**src/rtl/mfc_pkg.sv**
```systemverilog
package mfc_pkg;
  // Outcome of one completed field
  typedef enum logic [1:0] {
    EV_NONE  = 2'd0,
    EV_LOAD  = 2'd1,
    EV_MATCH = 2'd2,
    EV_MISS  = 2'd3
  } mfc_event_e;
endpackage

```
**src/rtl/mfc_field_capture.sv**
```systemverilog
module mfc_field_capture #(
  parameter int FIELD_W    = 5,
  parameter int WORD_W     = 6,
  parameter int FIRST_WORD = 24
) (
  input  logic               clk,
  input  logic               rst,
  input  logic               bit_stb,
  input  logic [WORD_W-1:0]  word_num,
  input  logic               ser_bit,
  output logic [FIELD_W-1:0] field,
  output logic               done
);
  localparam int LAST_WORD = FIRST_WORD + FIELD_W - 1;
  localparam logic [WORD_W-1:0] FIRST_W = WORD_W'(FIRST_WORD);
  localparam logic [WORD_W-1:0] LAST_W  = WORD_W'(LAST_WORD);

  logic [FIELD_W-1:0] shreg;
  logic [FIELD_W-1:0] shnext;
  logic               in_win;

  assign in_win = bit_stb && (word_num >= FIRST_W) && (word_num <= LAST_W);
  assign shnext = {shreg[FIELD_W-2:0], ser_bit};

  always_ff @(posedge clk) begin
    if (rst) begin
      shreg <= '0;
      field <= '0;
      done  <= 1'b0;
    end else begin
      done <= 1'b0;
      if (in_win) begin
        shreg <= shnext;
        if (word_num == LAST_W) begin
          field <= shnext;
          done  <= 1'b1;
        end
      end
    end
  end
endmodule

```
**src/rtl/mfc_confidence.sv**
```systemverilog
module mfc_confidence #(
  parameter int MISS_LIMIT = 3
) (
  input  logic clk,
  input  logic rst,
  input  logic clear,
  input  logic eval,
  input  logic match,
  output logic trip
);
  localparam int CW = $clog2(MISS_LIMIT + 1);
  localparam logic [CW-1:0] LIM = CW'(MISS_LIMIT);

  logic [CW-1:0] conf;

  assign trip = eval && !match && (conf == LIM);

  always_ff @(posedge clk) begin
    if (rst || clear) begin
      conf <= '0;
    end else if (eval) begin
      if (match) begin
        if (conf != '0) conf <= conf - 1'b1;
      end else if (trip) begin
        conf <= '0;
      end else begin
        conf <= conf + 1'b1;
      end
    end
  end
endmodule

```
**src/rtl/mfc_local_counter.sv**
```systemverilog
module mfc_local_counter #(
  parameter int CNT_W = 5
) (
  input  logic             clk,
  input  logic             rst,
  input  logic             load,
  input  logic [CNT_W-1:0] load_val,
  input  logic             adv,
  output logic [CNT_W-1:0] count
);
  always_ff @(posedge clk) begin
    if (rst)       count <= '0;
    else if (load) count <= load_val;
    else if (adv)  count <= count + 1'b1;
  end
endmodule

```
**src/rtl/mfc_flywheel.sv**
```systemverilog
module mfc_flywheel #(
  parameter int FIELD_W    = 5,
  parameter int WORD_W     = 6,
  parameter int FIRST_WORD = 24,
  parameter int MISS_LIMIT = 3
) (
  input  logic               clk,
  input  logic               rst,
  input  logic               ser_bit,
  input  logic               bit_stb,
  input  logic [WORD_W-1:0]  word_num,
  input  logic               frame_stb,
  output logic [FIELD_W-1:0] mf_count,
  output logic               locked,
  output logic               resync
);
  import mfc_pkg::*;

  logic [FIELD_W-1:0] field;
  logic               field_done;
  logic               trip;
  logic               load;
  logic               adv;
  mfc_event_e         ev;

  mfc_field_capture #(
    .FIELD_W(FIELD_W), .WORD_W(WORD_W), .FIRST_WORD(FIRST_WORD)
  ) u_cap (
    .clk(clk), .rst(rst), .bit_stb(bit_stb), .word_num(word_num),
    .ser_bit(ser_bit), .field(field), .done(field_done)
  );

  always_comb begin
    if (!field_done)          ev = EV_NONE;
    else if (!locked)         ev = EV_LOAD;
    else if (field == mf_count) ev = EV_MATCH;
    else                      ev = EV_MISS;
  end

  assign load = (ev == EV_LOAD);
  assign adv  = frame_stb && locked && !load;

  mfc_confidence #(.MISS_LIMIT(MISS_LIMIT)) u_conf (
    .clk(clk), .rst(rst), .clear(load),
    .eval(ev == EV_MATCH || ev == EV_MISS),
    .match(ev == EV_MATCH), .trip(trip)
  );

  mfc_local_counter #(.CNT_W(FIELD_W)) u_cnt (
    .clk(clk), .rst(rst), .load(load), .load_val(field),
    .adv(adv), .count(mf_count)
  );

  always_ff @(posedge clk) begin
    if (rst) begin
      locked <= 1'b0;
      resync <= 1'b0;
    end else begin
      resync <= trip;
      if (load)      locked <= 1'b1;
      else if (trip) locked <= 1'b0;
    end
  end
endmodule

```
**config.mk**
```make
export PLATFORM = sky130hd
export DESIGN_NAME = mfc_flywheel
export DESIGN_NICKNAME = d
export VERILOG_FILES = /design/src/rtl/mfc_pkg.sv /design/src/rtl/mfc_field_capture.sv /design/src/rtl/mfc_confidence.sv /design/src/rtl/mfc_local_counter.sv /design/src/rtl/mfc_flywheel.sv
export SDC_FILE = /design/constraint.sdc
export NUM_CORES = 1
export LEC_CHECK = 0
export BUFFER_PORTS_ARGS = -buffer_cell sky130_fd_sc_hd__buf_2
export CAP_MARGIN = 20
export CELL_PAD_IN_SITES_DETAIL_PLACEMENT = 0
export CELL_PAD_IN_SITES_GLOBAL_PLACEMENT = 1
export CORE_MARGIN = 2
export CORE_UTILIZATION = 43
export CTS_CLUSTER_SIZE = 16
export DETAILED_ROUTE_END_ITERATION = 16
export PLACE_DENSITY = 0.92
export SYNTH_ARGS = -nofsm -noshare
export SYNTH_HDL_FRONTEND = slang
export SYNTH_SLANG_ARGS = --single-unit
```
**constraint.sdc**
```tcl
create_clock -name clk -period 2 [get_ports clk]
set_clock_uncertainty 0.05 [all_clocks]
set_input_delay 0.4 -clock clk [delete_from_list [all_inputs] [get_ports clk]]
set_output_delay 0.4 -clock clk [all_outputs]
set_load 0.02 [all_outputs]
```
==> qor.yml <==
vias: 850
clk_latency_ns: 0.30
setup_violations: 0
rows: 17
swShare_pct: 23.2
min_period_ns: 1.62
clkPwrFrac_pct: 33.1
drt_iter0_markers: 8
multiInputGateArea_um2: 574
status: "finished clean"
post-route-period-util_pct: 80.8
startpoint_type: "register"
drtPass1Iterations: 4
cts.sinks: 19
cts-buffers-inserted: 3
rsz0062_at_grt: "no"
fin_util_pct: 50.8
yosys-top-cells-area: "dfxtp_1 (38%), mux2i_1 (9.1%), nor2_1 (6.8%)"
cp-startpoint: "locked"
synth_top_area_share_pct: 38.2
cp_num_buf_inv: 1
cp-end-kind: "output port"
h-tree-depth: 1
synth_area_um2: 995
max_stage_delay_ns: 0.62
tns_ns: 0
drc: 0
antennaDiodeCount: 0
io_pins: 18
cp.required_ns: 1.55
io_buffers: 17
yosys_warnings: 0
syn_avg_cell_area_um2: 9.04
cts_tree: "built"
p_leak_nw: 0.491
final_nets: 142
dieArea_um2: 2710
stdcell_count: 155
internal_power_mw: 0.466
design_area_um2: 1110
dp.cells: 151
p_switching_mw: 0.141
area_growth_pct: 11.8
dp_hpwl_um: 1480
ctsResizeCount: 0
clkSlewWorstSetupHoldPaths_ns: 0.12
post_cts_buffers: 0
cap_violations: 0
hold_viol: 0
hold_buffers: 0
fmax_mhz: 619
synth_sequential_area_ratio_pct: 38.2
r2r-start: "locked"
worstPathArrival_ns: 1.17
cp_max_fo: 11
via_per_inst: 5.48
antenna_found_initial: 0
synth.distinct_cells: 33
layout-drive-gt1-share_pct: 22.0
gp_congestion: 0.767
root_buffer: "clkbuf_4"
slew_headroom_pct: 69.9
grt_max_degree: 25
core_um2: 2190
cpLargestDelayFamily: "flip-flops"
hp-class: "input pin to register"
ir_drop_mv: 0.408
grt-ovfl-total: 0
p_comb_share_pct: 4.4
dieHeight_um: 52.1
ys_seq_elements: 19
wl_per_cell_um: 12.7
grt_pass1_wl_um: 3570
worstMarginPinSlew_ns: 0.451
wirelength_um: 1960
p_seq_share_pct: 62.5
clockBufferDepth: 2
crit_type: "register to output port"
grt_usage_pct: 17.7
report.final.slew_viol_count: 0
p_per_area_nw_per_um2: 546
syn-num-nets: 124
initial_core_util_pct: 45.4
regArea_um2: 380
fillCellCount: 237
worstHoldStart: "ser_bit"
antenna_left: 0
place_area_um2: 1080
yosysTopAreaCell: "dfxtp_1"
fp.dieW_um: 52.1
syn_inst: 110
grt_pass1_vias: 852
critPathSlowestCell: "dfxtp_1"
cp_cell_sequence: "buf_2"
-- power groups by stage --
stage               combinational [mW]  clock (mW)  sequential, mW
floorplan                       0.0128           0           0.388
global placement                0.0254           0           0.388
detailed placement              0.0261           0           0.388
CTS                             0.0261       0.215           0.380
global route                    0.0292       0.230           0.380
finish                          0.0264       0.201           0.380
-- flip-flops by register name, indices dropped and copies added, names as in the netlist --
name         flops
u_cap.shreg      4
locked           1
u_cap.done       1
u_cap.field      5
resync           1
u_conf.conf      2
u_cnt.count      5
-- layout make-up --
type | instances | share of cell area, %
Clock buffer | 3 | 2.02
Clock inverter | 1 | 0.675
Inverter | 2 | 0.675
Multi-Input combinational cell | 85 | 51.6
Sequential cell | 19 | 34.2
Tap cell | 28 | 3.15
Timing Repair Buffer | 17 | 7.65
-- synth_stat cells --
master    number
o21bai_1       1
nor4_1         1
a31oi_1        4
inv_1          2
and4b_1        1
ha_1           3
a21oi_1        5
nand3_2        1
a32oi_1        1
xnor2_1        5
nand3_1        2
a41oi_2        1
and3_1         1
mux2i_1        9
buf_2          2
a221oi_2       1
nand4b_1       1
o21ai_1        5
buf_6          2
nand2_2        1
and2_1         1
nor3_1         5
nor3b_1        1
a21oi_4        1
o211ai_1       2
nand4_1        3
nor4b_1        1
nor2b_4        1
nor2_1        18
dfxtp_1       19
and4_4         1
nor2b_1        1
nand2_1        7
-- routing by layer --
layer  share of wire (%)  global-route usage (%)  vias to the layer above
li1                    -                       -                      434
met1                  43                    19.3                      399
met2                  53                    31.6                       13
met3                 3.6                    5.75                        4
met4                0.97                    6.14                        0
met5                   0                       0                        -
-- worst register-to-register path, stage by stage (launching register included) --
cell and delay, ns:
dfxtp_1 0.62, nand2_1 0.27, a31oi_1 0.21, o21ai_1 0.07, a31oi_1 0.16
-- cell usage in the layout (no fill, tap or decap), types with 3 or more instances in the layout --
cell	n
dfxtp_1	19
nor2_1	18
buf_2	17
mux2i_1	9
nand2_1	7
o21ai_1	5
xnor2_1	5
nor3_1	5
a21oi_1	5
a31oi_1	4
nand4_1	3
ha_1	3
clkbuf_4	3
-- worst paths after layout --
| kind | to | slack [ns] | depth (start not counted) |
|---|---|---|---|
| hold / removal | u_cap.field[0] | 0.30 | 3 |
| setup / recovery | locked | 0.38 | 1 |
| setup reg to reg | u_cnt.count[3] | 0.56 | 4 |
| hold reg to reg | u_cap.field[4] | 0.46 | 2 |
-- per-stage QoR --
step | total power [mW] | setup slack [ns] | hold WS, ns
after CTS | 0.622 | 0.364 | 0.285
after floorplan | 0.401 | 0.665 | 0.410
final | 0.607 | 0.384 | 0.299
after detailed placement | 0.415 | 0.547 | 0.440
after global placement | 0.414 | 0.621 | 0.431
after global routing | 0.639 | 0.286 | 0.292
-- kinds of logic (layout without fill, tap and decap cells) --
family                   Yosys count  count (layout)  share of synthesized area [%]
adder cells (fa/ha/maj)            3               3                           3.77
buffers and inverters              6              23                           4.03
AO/OA/AOI/OAI                     21              21                           15.5
XOR/XNOR                           5               5                           4.40
flip-flops                        19              19                           38.2
multiplexers                       9               9                           9.06
AND/OR/NAND/NOR                   47              47                           25.0
No activity file was read; power rests on OpenSTA's default activity.
